--- src/rtl/vram_port_pkg.sv ---
package vram_port_pkg;

    typedef enum logic [1:0] {
        SEL_PTR  = 2'd0,
        SEL_DATA = 2'd1,
        SEL_STEP = 2'd2,
        SEL_NONE = 2'd3
    } vp_sel_e;

endpackage

--- src/rtl/vram_port_regs.sv ---
module vram_port_regs
    import vram_port_pkg::*;
#(
    parameter int ADDR_W   = 16,
    parameter int DATA_W   = 16,
    parameter int STEP_RST = 1
) (
    input  logic              clk,
    input  logic              rst_n,
    input  logic              wr_en,
    input  vp_sel_e           wr_sel,
    input  logic [DATA_W-1:0] wr_val,
    output logic [ADDR_W-1:0] ptr,
    output logic [ADDR_W-1:0] step,
    output logic              ptr_moved,
    output logic              data_push
);

    typedef struct packed {
        logic [ADDR_W-1:0] ptr;
        logic [ADDR_W-1:0] step;
    } regs_t;

    regs_t st_d, st_q;

    always_comb begin
        st_d      = st_q;
        ptr_moved = 1'b0;
        data_push = 1'b0;
        if (wr_en) begin
            unique case (wr_sel)
                SEL_PTR: begin
                    st_d.ptr  = ADDR_W'(wr_val);
                    ptr_moved = 1'b1;
                end
                SEL_DATA: begin
                    st_d.ptr  = st_q.ptr + st_q.step;
                    ptr_moved = 1'b1;
                    data_push = 1'b1;
                end
                SEL_STEP: st_d.step = ADDR_W'(wr_val);
                default: ;
            endcase
        end
    end

    always_ff @(posedge clk or negedge rst_n) begin
        if (!rst_n) begin
            st_q.ptr  <= '0;
            st_q.step <= ADDR_W'(STEP_RST);
        end else begin
            st_q <= st_d;
        end
    end

    assign ptr  = st_q.ptr;
    assign step = st_q.step;

endmodule

--- src/rtl/vram_port_xfer.sv ---
module vram_port_xfer #(
    parameter int ADDR_W = 16,
    parameter int DATA_W = 16
) (
    input  logic              clk,
    input  logic              rst_n,
    input  logic              push,
    input  logic [ADDR_W-1:0] push_addr,
    input  logic [DATA_W-1:0] push_data,
    input  logic              ptr_moved,
    input  logic [ADDR_W-1:0] ptr,
    output logic              wr_busy,
    output logic              rd_fresh,
    output logic [DATA_W-1:0] rd_word,
    output logic              vm_req,
    output logic              vm_we,
    output logic [ADDR_W-1:0] vm_addr,
    output logic [DATA_W-1:0] vm_wdata,
    input  logic              vm_gnt,
    input  logic [DATA_W-1:0] vm_rdata
);

    typedef struct packed {
        logic              wr_pend;
        logic [ADDR_W-1:0] wr_addr;
        logic [DATA_W-1:0] wr_data;
        logic              fetch_need;
        logic              fetch_wait;
        logic [DATA_W-1:0] word;
    } xfer_t;

    xfer_t st_d, st_q;

    always_comb begin
        st_d     = st_q;
        vm_req   = 1'b0;
        vm_we    = 1'b0;
        vm_addr  = ptr;
        vm_wdata = st_q.wr_data;

        // a queued write always goes first so a refresh sees its data
        if (st_q.wr_pend) begin
            vm_req  = 1'b1;
            vm_we   = 1'b1;
            vm_addr = st_q.wr_addr;
        end else if (st_q.fetch_need && !st_q.fetch_wait) begin
            vm_req = 1'b1;
        end

        if (st_q.fetch_wait) begin
            st_d.word       = vm_rdata;
            st_d.fetch_wait = 1'b0;
        end

        if (vm_req && vm_gnt) begin
            if (vm_we) begin
                st_d.wr_pend = 1'b0;
            end else begin
                st_d.fetch_need = 1'b0;
                st_d.fetch_wait = 1'b1;
            end
        end

        if (push) begin
            st_d.wr_pend = 1'b1;
            st_d.wr_addr = push_addr;
            st_d.wr_data = push_data;
        end

        // a move during an in-flight refresh forces another one
        if (ptr_moved) begin
            st_d.fetch_need = 1'b1;
        end
    end

    always_ff @(posedge clk or negedge rst_n) begin
        if (!rst_n) begin
            st_q            <= '0;
            st_q.fetch_need <= 1'b1;
        end else begin
            st_q <= st_d;
        end
    end

    assign wr_busy  = st_q.wr_pend;
    assign rd_fresh = !st_q.wr_pend && !st_q.fetch_need && !st_q.fetch_wait;
    assign rd_word  = st_q.word;

endmodule

--- src/rtl/vram_port.sv ---
module vram_port
    import vram_port_pkg::*;
#(
    parameter int ADDR_W   = 16,
    parameter int DATA_W   = 16,
    parameter int STEP_RST = 1
) (
    input  logic              clk,
    input  logic              rst_n,
    input  logic              cpu_sel,
    input  logic              cpu_we,
    input  logic [1:0]        cpu_reg,
    input  logic [DATA_W-1:0] cpu_wdata,
    output logic [DATA_W-1:0] cpu_rdata,
    output logic              cpu_ready,
    output logic              vm_req,
    output logic              vm_we,
    output logic [ADDR_W-1:0] vm_addr,
    output logic [DATA_W-1:0] vm_wdata,
    input  logic              vm_gnt,
    input  logic [DATA_W-1:0] vm_rdata
);

    vp_sel_e           sel;
    logic              mem_rd;
    logic              data_wr;
    logic              stall;
    logic              acc_wr;
    logic [ADDR_W-1:0] ptr_q;
    logic [ADDR_W-1:0] step_q;
    logic              ptr_moved;
    logic              data_push;
    logic              wr_busy;
    logic              rd_fresh;
    logic [DATA_W-1:0] rd_word;

    assign sel     = vp_sel_e'(cpu_reg);
    assign mem_rd  = !cpu_we && (sel == SEL_PTR || sel == SEL_DATA);
    assign data_wr = cpu_we && (sel == SEL_DATA);
    assign stall   = cpu_sel && ((data_wr && wr_busy) || (mem_rd && !rd_fresh));

    assign cpu_ready = !stall;
    assign acc_wr    = cpu_sel && cpu_we && !stall;

    always_comb begin
        unique case (sel)
            SEL_PTR, SEL_DATA: cpu_rdata = rd_word;
            SEL_STEP:          cpu_rdata = DATA_W'($signed(step_q));
            default:           cpu_rdata = '0;
        endcase
    end

    vram_port_regs #(
        .ADDR_W  (ADDR_W),
        .DATA_W  (DATA_W),
        .STEP_RST(STEP_RST)
    ) u_regs (
        .clk      (clk),
        .rst_n    (rst_n),
        .wr_en    (acc_wr),
        .wr_sel   (sel),
        .wr_val   (cpu_wdata),
        .ptr      (ptr_q),
        .step     (step_q),
        .ptr_moved(ptr_moved),
        .data_push(data_push)
    );

    vram_port_xfer #(
        .ADDR_W(ADDR_W),
        .DATA_W(DATA_W)
    ) u_xfer (
        .clk      (clk),
        .rst_n    (rst_n),
        .push     (data_push),
        .push_addr(ptr_q),
        .push_data(cpu_wdata),
        .ptr_moved(ptr_moved),
        .ptr      (ptr_q),
        .wr_busy  (wr_busy),
        .rd_fresh (rd_fresh),
        .rd_word  (rd_word),
        .vm_req   (vm_req),
        .vm_we    (vm_we),
        .vm_addr  (vm_addr),
        .vm_wdata (vm_wdata),
        .vm_gnt   (vm_gnt),
        .vm_rdata (vm_rdata)
    );

endmodule

--- config.mk ---
export PLATFORM = sky130hd
export DESIGN_NAME = vram_port
export DESIGN_NICKNAME = d
export VERILOG_FILES = /design/src/rtl/vram_port_pkg.sv /design/src/rtl/vram_port_regs.sv /design/src/rtl/vram_port_xfer.sv /design/src/rtl/vram_port.sv
export SDC_FILE = /design/constraint.sdc
export NUM_CORES = 1
export LEC_CHECK = 0
export ABC_AREA = 1
export BUFFER_PORTS_ARGS = -buffer_cell sky130_fd_sc_hd__buf_2
export CAP_MARGIN = 20
export CORE_UTILIZATION = 35
export DETAILED_ROUTE_END_ITERATION = 7
export GPL_ROUTABILITY_DRIVEN = 0
export PLACE_DENSITY = 0.64
export SLEW_MARGIN = 10
export SYNTH_ARGS = -nofsm -noshare
export SYNTH_HDL_FRONTEND = slang
export SYNTH_SLANG_ARGS = --single-unit
--- constraint.sdc ---
create_clock -name clk -period 2.2 [get_ports clk]
set_clock_uncertainty 0.15 [all_clocks]
set_input_delay 0.33 -clock clk [delete_from_list [all_inputs] [get_ports clk]]
set_output_delay 0.33 -clock clk [all_outputs]
set_load 0.02 [all_outputs]
; Word-level counts from Yosys, hierarchy flattened
; Cells that the tools add are included.
[word_totals]
word_cells = 57
ff_bits = 83
[op_classes]
mux = 16
reduce_logical = 29
eq_ne = 3
n_addsub = 1
[ops]
columns = cell, n
row1 = $pmux 16 s2, 2
row2 = $mux 33, 1
row3 = $add 16x16->16, 1
row4 = $mux 16, 1
row5 = $logic_and 1x1->1, 11
row6 = $mux 1, 10
row7 = $reduce_and 2->1, 4
row8 = $reduce_bool 2->1, 4
row9 = $logic_not 1->1, 6
row10 = $mux 2, 2
row11 = $eq 2x1->1 const B, 1
row12 = $eq 2x2->1 const B, 1
row13 = $logic_not 2->1, 1
row14 = $logic_or 1x1->1, 2
row15 = $ne 2x1->1 const B, 1
row16 = $reduce_or 2->1, 1

; Logic depth before layout (Yosys ltp)
; Gate-level depths: netlist of run 1.
[depth]
ltp_word = 12
mapped_depth = 12
mapped_depth_nobuf = 11

; Modules after synthesis
; A second synthesis of run 1 with hierarchy kept.
[unflattened]
hier_cells = 679
hier_area_um2 = 5017.3
[by_module_without_submodules]
columns = mod, area_per_inst_um2, instances, cells_per_inst, seq_area_each_um2
row1 = vram_port_xfer, 2416.1, 1, 286, 1277.5
row2 = vram_port_regs, 2299.7, 1, 329, 802.0
row3 = vram_port, 301.5, 1, 64, 0.0

; Least setup slack after synthesis of run 1
; OpenSTA, ideal clock, no wires.
[synth_path]
kind = flip-flop to flip-flop
start = register, netlist name u_regs.ptr[0]
end = register, netlist name u_regs.ptr[8]
slack_ps = 271
period_less_slack_ps = 1929
stages_incl_launch_ff = 10
setup_time_ps = 117
required_ps = 1933
t_arrival_ps = 1663
path_cell_list = dfrtp_1 > ha_1 > fa_1 > nand3_1 > nand3_1 > a21oi_1 > xor2_1 > nand2_1 > nand2_1 > nand2_1
[synth_via]
elab_chain_len = 2
[synth_lines]
columns = element, line_no
row1 = $add 16x16->16, vram_port_regs.sv:37  ; st_d.ptr = st_q.ptr + st_q.step;
row2 = $pmux 16 s2, vram_port_regs.sv:31  ; unique case (wr_sel)
; No other way between the ends.
; A chain may end at the register's enable or synchronous reset.

; Final worst setup path of run 1
[layout_path]
start = register u_xfer.st_q (netlist bit u_xfer.wr_busy)
end = output vm_addr[13]
[layout_via]
elab_chain_len = 1
[layout_lines]
columns = element, line_no
row1 = start: declaration, vram_port_xfer.sv:32  ; xfer_t st_d, st_q;
row2 = start signal: assignment, vram_port_xfer.sv:81  ; st_q <= st_d;
row3 = $mux 16, vram_port_xfer.sv:42  ; if (st_q.wr_pend) begin
row4 = end: declaration, vram_port.sv:18  ; output logic [ADDR_W-1:0] vm_addr,
; No other way between the ends.

==> impl_metrics.json, run 1 <==
{
  "cts_setup_buffers": 0,
  "worst_slack_ns": 0.1575,
  "syn_nets": 691,
  "crit_path_start": "u_xfer.wr_busy",
  "crit_path_start_kind": "flip-flop",
  "avgSynthCellArea_um2": 7.659,
  "synthCells": 636,
  "maxCapViolations": 0,
  "design.core.area_um2": 13400,
  "cp.arrival_ns": 1.56,
  "grt_pass1_wl_mm": 19.91,
  "crit_path_end_kind": "output pin",
  "worstRegToRegCells": 9,
  "r2r_slack_ns": 0.23,
  "ys_ff_latch": 83,
  "die_area_um2": 14390,
  "vias_per_cell": 4.626,
  "utilization": 0.4298,
  "path_class": "flip-flop to output pin",
  "antenna_left": 0,
  "post-route-period-util": 0.9284,
  "hp-class": "input pin to flip-flop",
  "cts_buffers": 9,
  "drt-pass1-iter-count": 4,
  "drive_gt1_frac": 0.2476,
  "synth_seq_area_share": 0.4269,
  "grtUsageTotal": 0.1794,
  "chipWidth_um": 120.0,
  "final.min_clock_period_ns": 2.043,
  "cts_tree": "built",
  "ys_warn_count": 0,
  "dpl.hpwl_mm": 9.027,
  "grt_start_max_net_pins": 48,
  "met2_usage": 0.2892,
  "slew_violations": 0,
  "drc": 0,
  "setup_viol": 0,
  "die_h_um": 120.0,
  "multi_input_area_um2": 2157,
  "totalWireLength_mm": 11.80,
  "grt-busiest-layer": "met2",
  "power.density_nw_per_um2": 1083,
  "tightest_slew_ns": 0.3164,
  "n_fill_cell": 1339,
  "regArea_um2": 2079,
  "synth.distinct_cells": 30,
  "syn_area_um2": 4871,
  "post_drt_wl_per_cell_um": 13.24,
  "status": "complete, no violations",
  "r2r_end": "u_regs.ptr[8]",
  "relSlewSlack": 0.7886,
  "cts.path.max_buffers": 2,
  "vias": 4122,
  "r2r_start": "u_regs.ptr[0]",
  "grt_pass1_vias": 4064,
  "fmax_mhz": 489.6,
  "clkTransAtPathRegs_ns": 0.06,
  "num_rows": 42,
  "worstSetupEndpoint": "vm_addr[13]",
  "crit_required_ns": 1.72,
  "grt_antenna_before_repair": 0,
  "cts_sinks": 83,
  "insertion_delay_ns": 0.35,
  "p_leak_nw": 3.077,
  "port_buffers": 89,
  "ctsHtreeMaxLevel": 3,
  "syn_to_final_growth_pct": 18.24,
  "grtUsageMet3": 0.04230,
  "overflow": 0,
  "start_util": 0.3635,
  "finalNetCount": 766,
  "drt_iter0_drc": 227,
  "dp_slack_ns": 0.1473,
  "setup_tns_ns": 0,
  "antenna_cells": 0,
  "vdd_drop_max_v": 0.0007014,
  "ctsRootBufferMaster": "clkbuf_16",
  "cp_max_fo": 32,
  "final_hold_viol_count": 0,
  "top_level_ports": 90,
  "rsz0062_at_grt": "no",
  "met1_usage": 0.2353
}
-- area by class of cell --
class | count | share of cell area
Clock buffer | 11 | 0.04215
Tap cell | 176 | 0.03824
Clock inverter | 4 | 0.01716
Timing Repair Buffer | 105 | 0.1056
Inverter | 94 | 0.06126
Multi-Input combinational cell | 418 | 0.3745
Sequential cell | 83 | 0.3611
-- registers in the layout (all words and copies together), names as in the netlist --
signal           flops
u_xfer.wr_busy       1
u_xfer.rd_word      16
u_xfer.vm_wdata     16
u_regs.ptr          16
u_xfer.st_q         18
u_regs.step         16
-- routing by layer --
layer  wire length (um)  up-vias
li1                   -     2128
met1               5622     1905
met2               5497       78
met3                537       11
met4                144        0
met5                  0        -
-- stage by stage --
step | hold WS [ns] | power (mW) | std cells | area (um2)
floorplan | -0.1156 | 3.912 | 636 | 4871
global route | 0.01434 | 6.725 | 891 | 5759
finish | 0.02377 | 6.239 | 891 | 5759
detailed placement | 0.07082 | 4.523 | 875 | 5401
CTS | 0.01257 | 6.300 | 891 | 5753
global placement | 0.07114 | 4.472 | 875 | 5401
-- cell usage after synthesis (all sizes together) --
cell type,instances,area share
a21oi,18,0.018
and2,1,0.0018
buf,29,0.050
clkbuf,12,0.010
dfrtp,81,0.42
dfstp,2,0.011
fa,1,0.0041
ha,15,0.039
inv,94,0.072
nand2,217,0.18
nand3,26,0.029
nand4,2,0.0026
nor2,17,0.015
nor3,3,0.0031
o211ai,3,0.0046
o21ai,108,0.13
o22ai,2,0.0026
xnor2,2,0.0036
xor2,3,0.0054
-- worst min-delay path by stage --
stage               slack [ns]                  to  cells past startpoint  startpoint
global placement          0.07  u_xfer.vm_wdata[3]                      1       rst_n
global route              0.01      u_xfer.wr_busy                      2      vm_gnt
detailed placement        0.07     u_xfer.st_q[39]                      1       rst_n
floorplan                -0.12       u_regs.ptr[0]                      0       rst_n
finish                    0.02      u_xfer.wr_busy                      2      vm_gnt
CTS                       0.01      u_xfer.wr_busy                      2      vm_gnt
-- cells in the final DEF, fill, tap and decap left out, types with 9 or more instances in the layout --
cell type	count
buf_4	13
a21oi_1	17
nand2_1	199
nand2_2	17
clkbuf_16	9
nor2_1	15
dfrtp_1	81
o21ai_0	77
nand3_1	25
ha_1	15
buf_2	88
inv_1	92
o21ai_2	31
-- critical path: stages, from the launching register on --
cell	delay, ns
dfrtp_1	0.46
buf_4	0.33
nand2_1	0.08
o21ai_0	0.12
buf_2	0.22
-- cells by family (layout without fill, tap and decap cells) --
group | count (synthesis) | count (layout) | share of synthesized area
compound gates | 131 | 131 | 0.1605
simple gates | 266 | 266 | 0.2284
fa+ha+maj | 16 | 16 | 0.04264
flops | 83 | 83 | 0.4269
xor+xnor | 5 | 5 | 0.008992
buf+inv | 135 | 214 | 0.1325
-- report_power, final --
part,switching [mW],internal [mW],total [mW]
registers,0.276,1.97,2.25
clock network,0.609,1.14,1.74
logic,1.45,0.797,2.25
total,2.34,3.90,6.24
-- repair_timing --
| item | CTS | global route |
|---|---|---|
| gates resized for setup | 0 | 2 |
| hold buffers | 1 | 0 |
| setup endpoints to repair | 0 | 1 |
| endpoints found under the hold margin | 15 | 0 |
No activity file was read; power rests on OpenSTA's default activity.
==> run 2, diff against run 1 <==
--- a/config.mk
+++ b/config.mk
@@ -9,10 +9,9 @@
 export BUFFER_PORTS_ARGS = -buffer_cell sky130_fd_sc_hd__buf_2
 export CAP_MARGIN = 20
 export CORE_UTILIZATION = 35
+export CTS_CLUSTER_DIAMETER = 100
 export DETAILED_ROUTE_END_ITERATION = 7
 export GPL_ROUTABILITY_DRIVEN = 0
-export PLACE_DENSITY = 0.64
-export SLEW_MARGIN = 10
 export SYNTH_ARGS = -nofsm -noshare
 export SYNTH_HDL_FRONTEND = slang
 export SYNTH_SLANG_ARGS = --single-unit
==> run 2 against run 1 <==
Against the previous run: via count grew 0.27%; sequential share of layout area is 0.40 points higher; die area is the same; global-route usage down 0.49 points.
==> impl_metrics.json, run 2 (same netlist as run 1, synthesis figures left out) <==
{
  "rsz0062_at_grt": "no",
  "post-route-period-util": 0.9237,
  "totalWireLength_mm": 11.79,
  "crit_slowest_cell": "fa_1",
  "multi_input_area_um2": 2155,
  "setup_tns_ns": 0,
  "maxCapViolations": 0,
  "crit_chain": "ha_1 > fa_1 > nand3_1 > nand3_2 > a21oi_2 > xor2_1 > nand2_1 > nand2_1 > nand2_1",
  "ctsHtreeMaxLevel": 3,
  "crit_path_start_kind": "flip-flop",
  "design.core.area_um2": 13400,
  "cpPeakStageDelay_ns": 0.44,
  "power.density_nw_per_um2": 1055,
  "cts_buffers": 9,
  "cp_top_family": "adder cells",
  "dp_slack_ns": 0.08960,
  "drc": 0,
  "vias_per_cell": 4.649,
  "crit_path_frequent_cell": "nand2_1",
  "vdd_drop_max_v": 0.0004667,
  "die_area_um2": 14390,
  "slew_violations": 0,
  "drt-pass1-iter-count": 4,
  "top_level_ports": 90,
  "place_inst": 872,
  "finalPower_mw": 6.009,
  "cts_tree": "built",
  "grt_pass1_wl_mm": 19.71,
  "p_leak_nw": 3.045,
  "dpl.hpwl_mm": 8.966,
  "post_drt_wl_per_cell_um": 13.26,
  "fmax_mhz": 492.1,
  "hold_slack_ns": 0.01427,
  "cts_sinks": 83,
  "crit_required_ns": 2.29,
  "relSlewSlack": 0.7053,
  "final_common_cell": "nand2_1",
  "n_fill_cell": 1365,
  "insertion_delay_ns": 0.34,
  "largest-register": "u_xfer.st_q",
  "cts.path.max_buffers": 2,
  "path_class": "flip-flop to flip-flop",
  "status": "complete, no violations",
  "syn_to_final_growth_pct": 16.95,
  "chipWidth_um": 120.0,
  "final_area_um2": 5697,
  "crit_path_end_kind": "flip-flop",
  "grt_start_max_net_pins": 43,
  "ctsRootBufferMaster": "clkbuf_16",
  "antenna_cells": 0,
  "utilization": 0.4251,
  "final.min_clock_period_ns": 2.032,
  "antenna_left": 0,
  "hp-class": "input pin to flip-flop",
  "final_cell_mix": "199 x nand2_1, 92 x inv_1, 88 x buf_2, 81 x dfrtp_1, 77 x o21ai_0",
  "critical_path_buf_inv_count": 0,
  "drt_iter0_drc": 176,
  "start_util": 0.3635,
  "clkTransAtPathRegs_ns": 0.06,
  "cp.arrival_ns": 2.12,
  "grt_pass1_vias": 4070,
  "grt_antenna_before_repair": 0,
  "placement.cell_area_um2": 5374,
  "largest_reg_flops": 18,
  "num_rows": 42,
  "drive_gt1_frac": 0.2468,
  "tightest_slew_ns": 0.4421,
  "regArea_um2": 2079,
  "vias": 4133,
  "worst_slack_ns": 0.1679,
  "setup_viol": 0,
  "overflow": 0,
  "finalNetCount": 763,
  "final_hold_viol_count": 0,
  "cp_max_fo": 4,
  "port_buffers": 89,
  "final_cells": 889,
  "die_h_um": 120.0,
  "grtUsageTotal": 0.1745
}
-- run 2: cell count changes in the layout (fill, tap and decap cells not counted), sizes merged --
cell      change
clkbuf        -1
clkinv        +3
buf           -3
clkinvlp      +1
bufinv        -2
-- run 2: layout make-up --
| class | instances | share of cell area |
|---|---|---|
| inverters | 94 | 0.06194 |
| multi-input cells | 418 | 0.3782 |
| clock buffers | 10 | 0.04195 |
| repair buffers | 102 | 0.1028 |
| well taps | 176 | 0.03866 |
| clock inverters | 6 | 0.01142 |
| flip-flops and latches | 83 | 0.3650 |
-- run 2: power by group --
group / switching (mW) / total [mW] / internal (mW)
logic: 1.44 / 2.23 / 0.795
clock network: 0.627 / 1.54 / 0.910
registers: 0.270 / 2.24 / 1.97
-- run 2: path summary, 6_finish.rpt --
| kind | startpoint | to | slack, ns | cells past startpoint |
|---|---|---|---|---|
| worst min-delay path | vm_gnt | u_xfer.wr_busy | 0.01 | 2 |
| max in group asynchronous | rst_n | u_regs.step[0] | 0.93 | 3 |
| worst max-delay path | u_regs.ptr[0] | u_regs.ptr[8] | 0.17 | 9 |
| min in group asynchronous | rst_n | u_xfer.st_q[42] | 0.35 | 2 |
| worst min register to register | u_xfer.vm_wdata[1] | u_xfer.vm_wdata[1] | 0.33 | 2 |
| worst max register to register | u_regs.ptr[0] | u_regs.ptr[8] | 0.17 | 9 |
-- run 2: routing by layer --
layer,vias up,track usage,part of all wire
met5,-,0,0
met4,0,0.05313,0.016
met3,14,0.03707,0.033
met2,72,0.3039,0.49
met1,1917,0.2141,0.46
li1,2130,-,-
-- run 2: timing repair --
action / CTS / global route
setup endpoints to repair: 0 / 1
hold endpoints to repair: 29 / 0
setup buffers: 0 / 0
gates resized for setup: 0 / 2
hold buffers: 1 / 0
==> run 3, diff against run 2 <==
--- a/config.mk
+++ b/config.mk
@@ -9,6 +9,7 @@
 export BUFFER_PORTS_ARGS = -buffer_cell sky130_fd_sc_hd__buf_2
 export CAP_MARGIN = 20
 export CORE_UTILIZATION = 35
+export CTS_BUF_LIST = sky130_fd_sc_hd__clkbuf_8
 export CTS_CLUSTER_DIAMETER = 100
 export DETAILED_ROUTE_END_ITERATION = 7
 export GPL_ROUTABILITY_DRIVEN = 0
==> run 3 against run 2 <==
Against the previous run: clock-buffer cell count unchanged; clock power is 26% lower; flip-flop and latch count unchanged; via count down 0.34%; hold slack improved by 0.0046 ns; die area is the same; final cell count increased by 0.11%; register-to-register slack is essentially flat; power shrank 6.7%; highest routed layer unchanged.
==> impl_metrics.json, run 3 (same netlist as run 1, synthesis figures left out) <==
{
  "status": "complete, no violations",
  "clkTransAtPathRegs_ns": 0.09,
  "die_h_um": 120.0,
  "final.min_clock_period_ns": 2.043,
  "ctsRootBufferMaster": "clkbuf_8",
  "dpl.hpwl_mm": 8.966,
  "insertion_delay_ns": 0.37,
  "relSlewSlack": 0.7052,
  "crit_required_ns": 2.32,
  "maxCapViolations": 0,
  "vdd_drop_max_v": 0.0004044,
  "drt-pass1-iter-count": 4,
  "final_cell_mix": "199 x nand2_1, 92 x inv_1, 88 x buf_2, 81 x dfrtp_1, 77 x o21ai_0",
  "drc": 0,
  "grt_pass1_wl_mm": 19.71,
  "cts.path.max_buffers": 2,
  "drive_gt1_frac": 0.2465,
  "chipWidth_um": 120.0,
  "drt_iter0_drc": 193,
  "syn_to_final_growth_pct": 15.08,
  "power_frac_seq": 0.399,
  "tightest_slew_ns": 0.4422,
  "overflow": 0,
  "n_fill_cell": 1388,
  "cts_tree": "built",
  "cts_sinks": 83,
  "finalNetCount": 764,
  "start_util": 0.3635,
  "grt_antenna_before_repair": 0,
  "cts_buffers": 9,
  "clkPwrFrac": 0.203,
  "fmax_mhz": 489.4,
  "multi_input_area_um2": 2155,
  "antenna_cells": 0,
  "final_common_cell": "nand2_1",
  "crit_path_end_kind": "flip-flop",
  "p_sw_frac": 0.4085,
  "vias": 4119,
  "antenna_left": 0,
  "path_class": "flip-flop to flip-flop",
  "top_level_ports": 90,
  "cp.arrival_ns": 2.16,
  "p_leak_nw": 3.003,
  "post-route-period-util": 0.9288,
  "port_buffers": 89,
  "cp_max_fo": 4,
  "num_rows": 42,
  "pwr-share-comb": 0.399,
  "setup_tns_ns": 0,
  "setup_viol": 0,
  "slew_violations": 0,
  "die_area_um2": 14390,
  "grt_start_max_net_pins": 43,
  "p_sw_mw": 2.290,
  "post_drt_wl_per_cell_um": 13.30,
  "totalWireLength_mm": 11.84,
  "grtUsageTotal": 0.1744,
  "hp-class": "input pin to flip-flop",
  "rsz0062_at_grt": "no",
  "grt_pass1_vias": 4070,
  "vias_per_cell": 4.628,
  "largest_reg_flops": 18,
  "internal-power_mw": 3.317,
  "largest-register": "u_xfer.st_q",
  "utilization": 0.4183,
  "regArea_um2": 2079,
  "design.core.area_um2": 13400,
  "crit_path_start_kind": "flip-flop",
  "power.density_nw_per_um2": 1000,
  "final_hold_viol_count": 0,
  "ctsHtreeMaxLevel": 3
}
[run 3: cell types whose count changed in the layout (fill, tap and decap cells not counted)]
cell	before	now
dlygate4sd3_1	1	2
clkbuf_8	1	10
clkbuf_16	9	0
[run 3: worst paths after layout]
| path | startpoint | end | cells after the start | slack [ns] |
|---|---|---|---|---|
| hold / removal | vm_rdata[8] | u_xfer.rd_word[8] | 3 | 0.02 |
| setup reg to reg | u_regs.ptr[0] | u_regs.ptr[8] | 9 | 0.16 |
| hold reg to reg | u_xfer.vm_wdata[1] | u_xfer.vm_wdata[1] | 2 | 0.33 |
| max in group asynchronous | rst_n | u_regs.step[0] | 3 | 0.97 |
| setup / recovery | u_regs.ptr[0] | u_regs.ptr[8] | 9 | 0.16 |
| min in group asynchronous | rst_n | u_xfer.st_q[42] | 2 | 0.31 |
[run 3: per-layer routing]
| layer | track usage | vias to the layer above | routed length, um |
|---|---|---|---|
| li1 | - | 2128 | - |
| met3 | 0.03470 | 15 | 485 |
| met4 | 0.05391 | 0 | 192 |
| met1 | 0.2162 | 1895 | 5299 |
| met2 | 0.3024 | 81 | 5858 |
| met5 | 0 | - | 0 |
[run 3: what timing repair did]
item / in CTS / in global routing
hold buffers: 2 / 0
hold endpoints to repair: 30 / 0
resized for setup: 0 / 2
setup endpoints to repair: 0 / 1
setup buffers: 0 / 0
[run 3: critical path, cell delays in order, from the launching register on]
cell and delay, ns:
dfrtp_1 0.39, ha_1 0.24, fa_1 0.44, nand3_1 0.13
nand3_2 0.12, a21oi_2 0.15, xor2_1 0.15, nand2_1 0.07
nand2_1 0.06, nand2_1 0.04
[run 3: through the flow]
stage	instances	power, mW	hold WS [ns]	worst slack (ns)	cell area [um2]
final	890	5.607	0.01887	0.1567	5605
after global routing	890	6.069	0.01158	0.03489	5605
after CTS	890	5.671	0.0001013	0.09041	5597
after detailed placement	872	4.510	0.1659	0.08960	5374
after global placement	872	4.431	0.1553	0.1680	5374
after floorplan	636	3.912	-0.1156	0.2706	4871
[run 3: power groups by stage]
| stage | clock, mW | sequential [mW] | combinational, mW |
|---|---|---|---|
| final | 1.14 | 2.23 | 2.24 |
| after global routing | 1.23 | 2.29 | 2.55 |
| after floorplan | 0 | 2.18 | 1.73 |
| after CTS | 1.18 | 2.24 | 2.26 |
| after global placement | 0 | 2.25 | 2.19 |
| after detailed placement | 0 | 2.27 | 2.24 |
[run 3: cell type report]
type,instances,area share
Clock buffer,10,0.02455
Clock inverter,6,0.01161
Multi-Input combinational cell,418,0.3844
Sequential cell,83,0.3710
Timing Repair Buffer,103,0.1062
Tap cell,176,0.03929
Inverter,94,0.06295
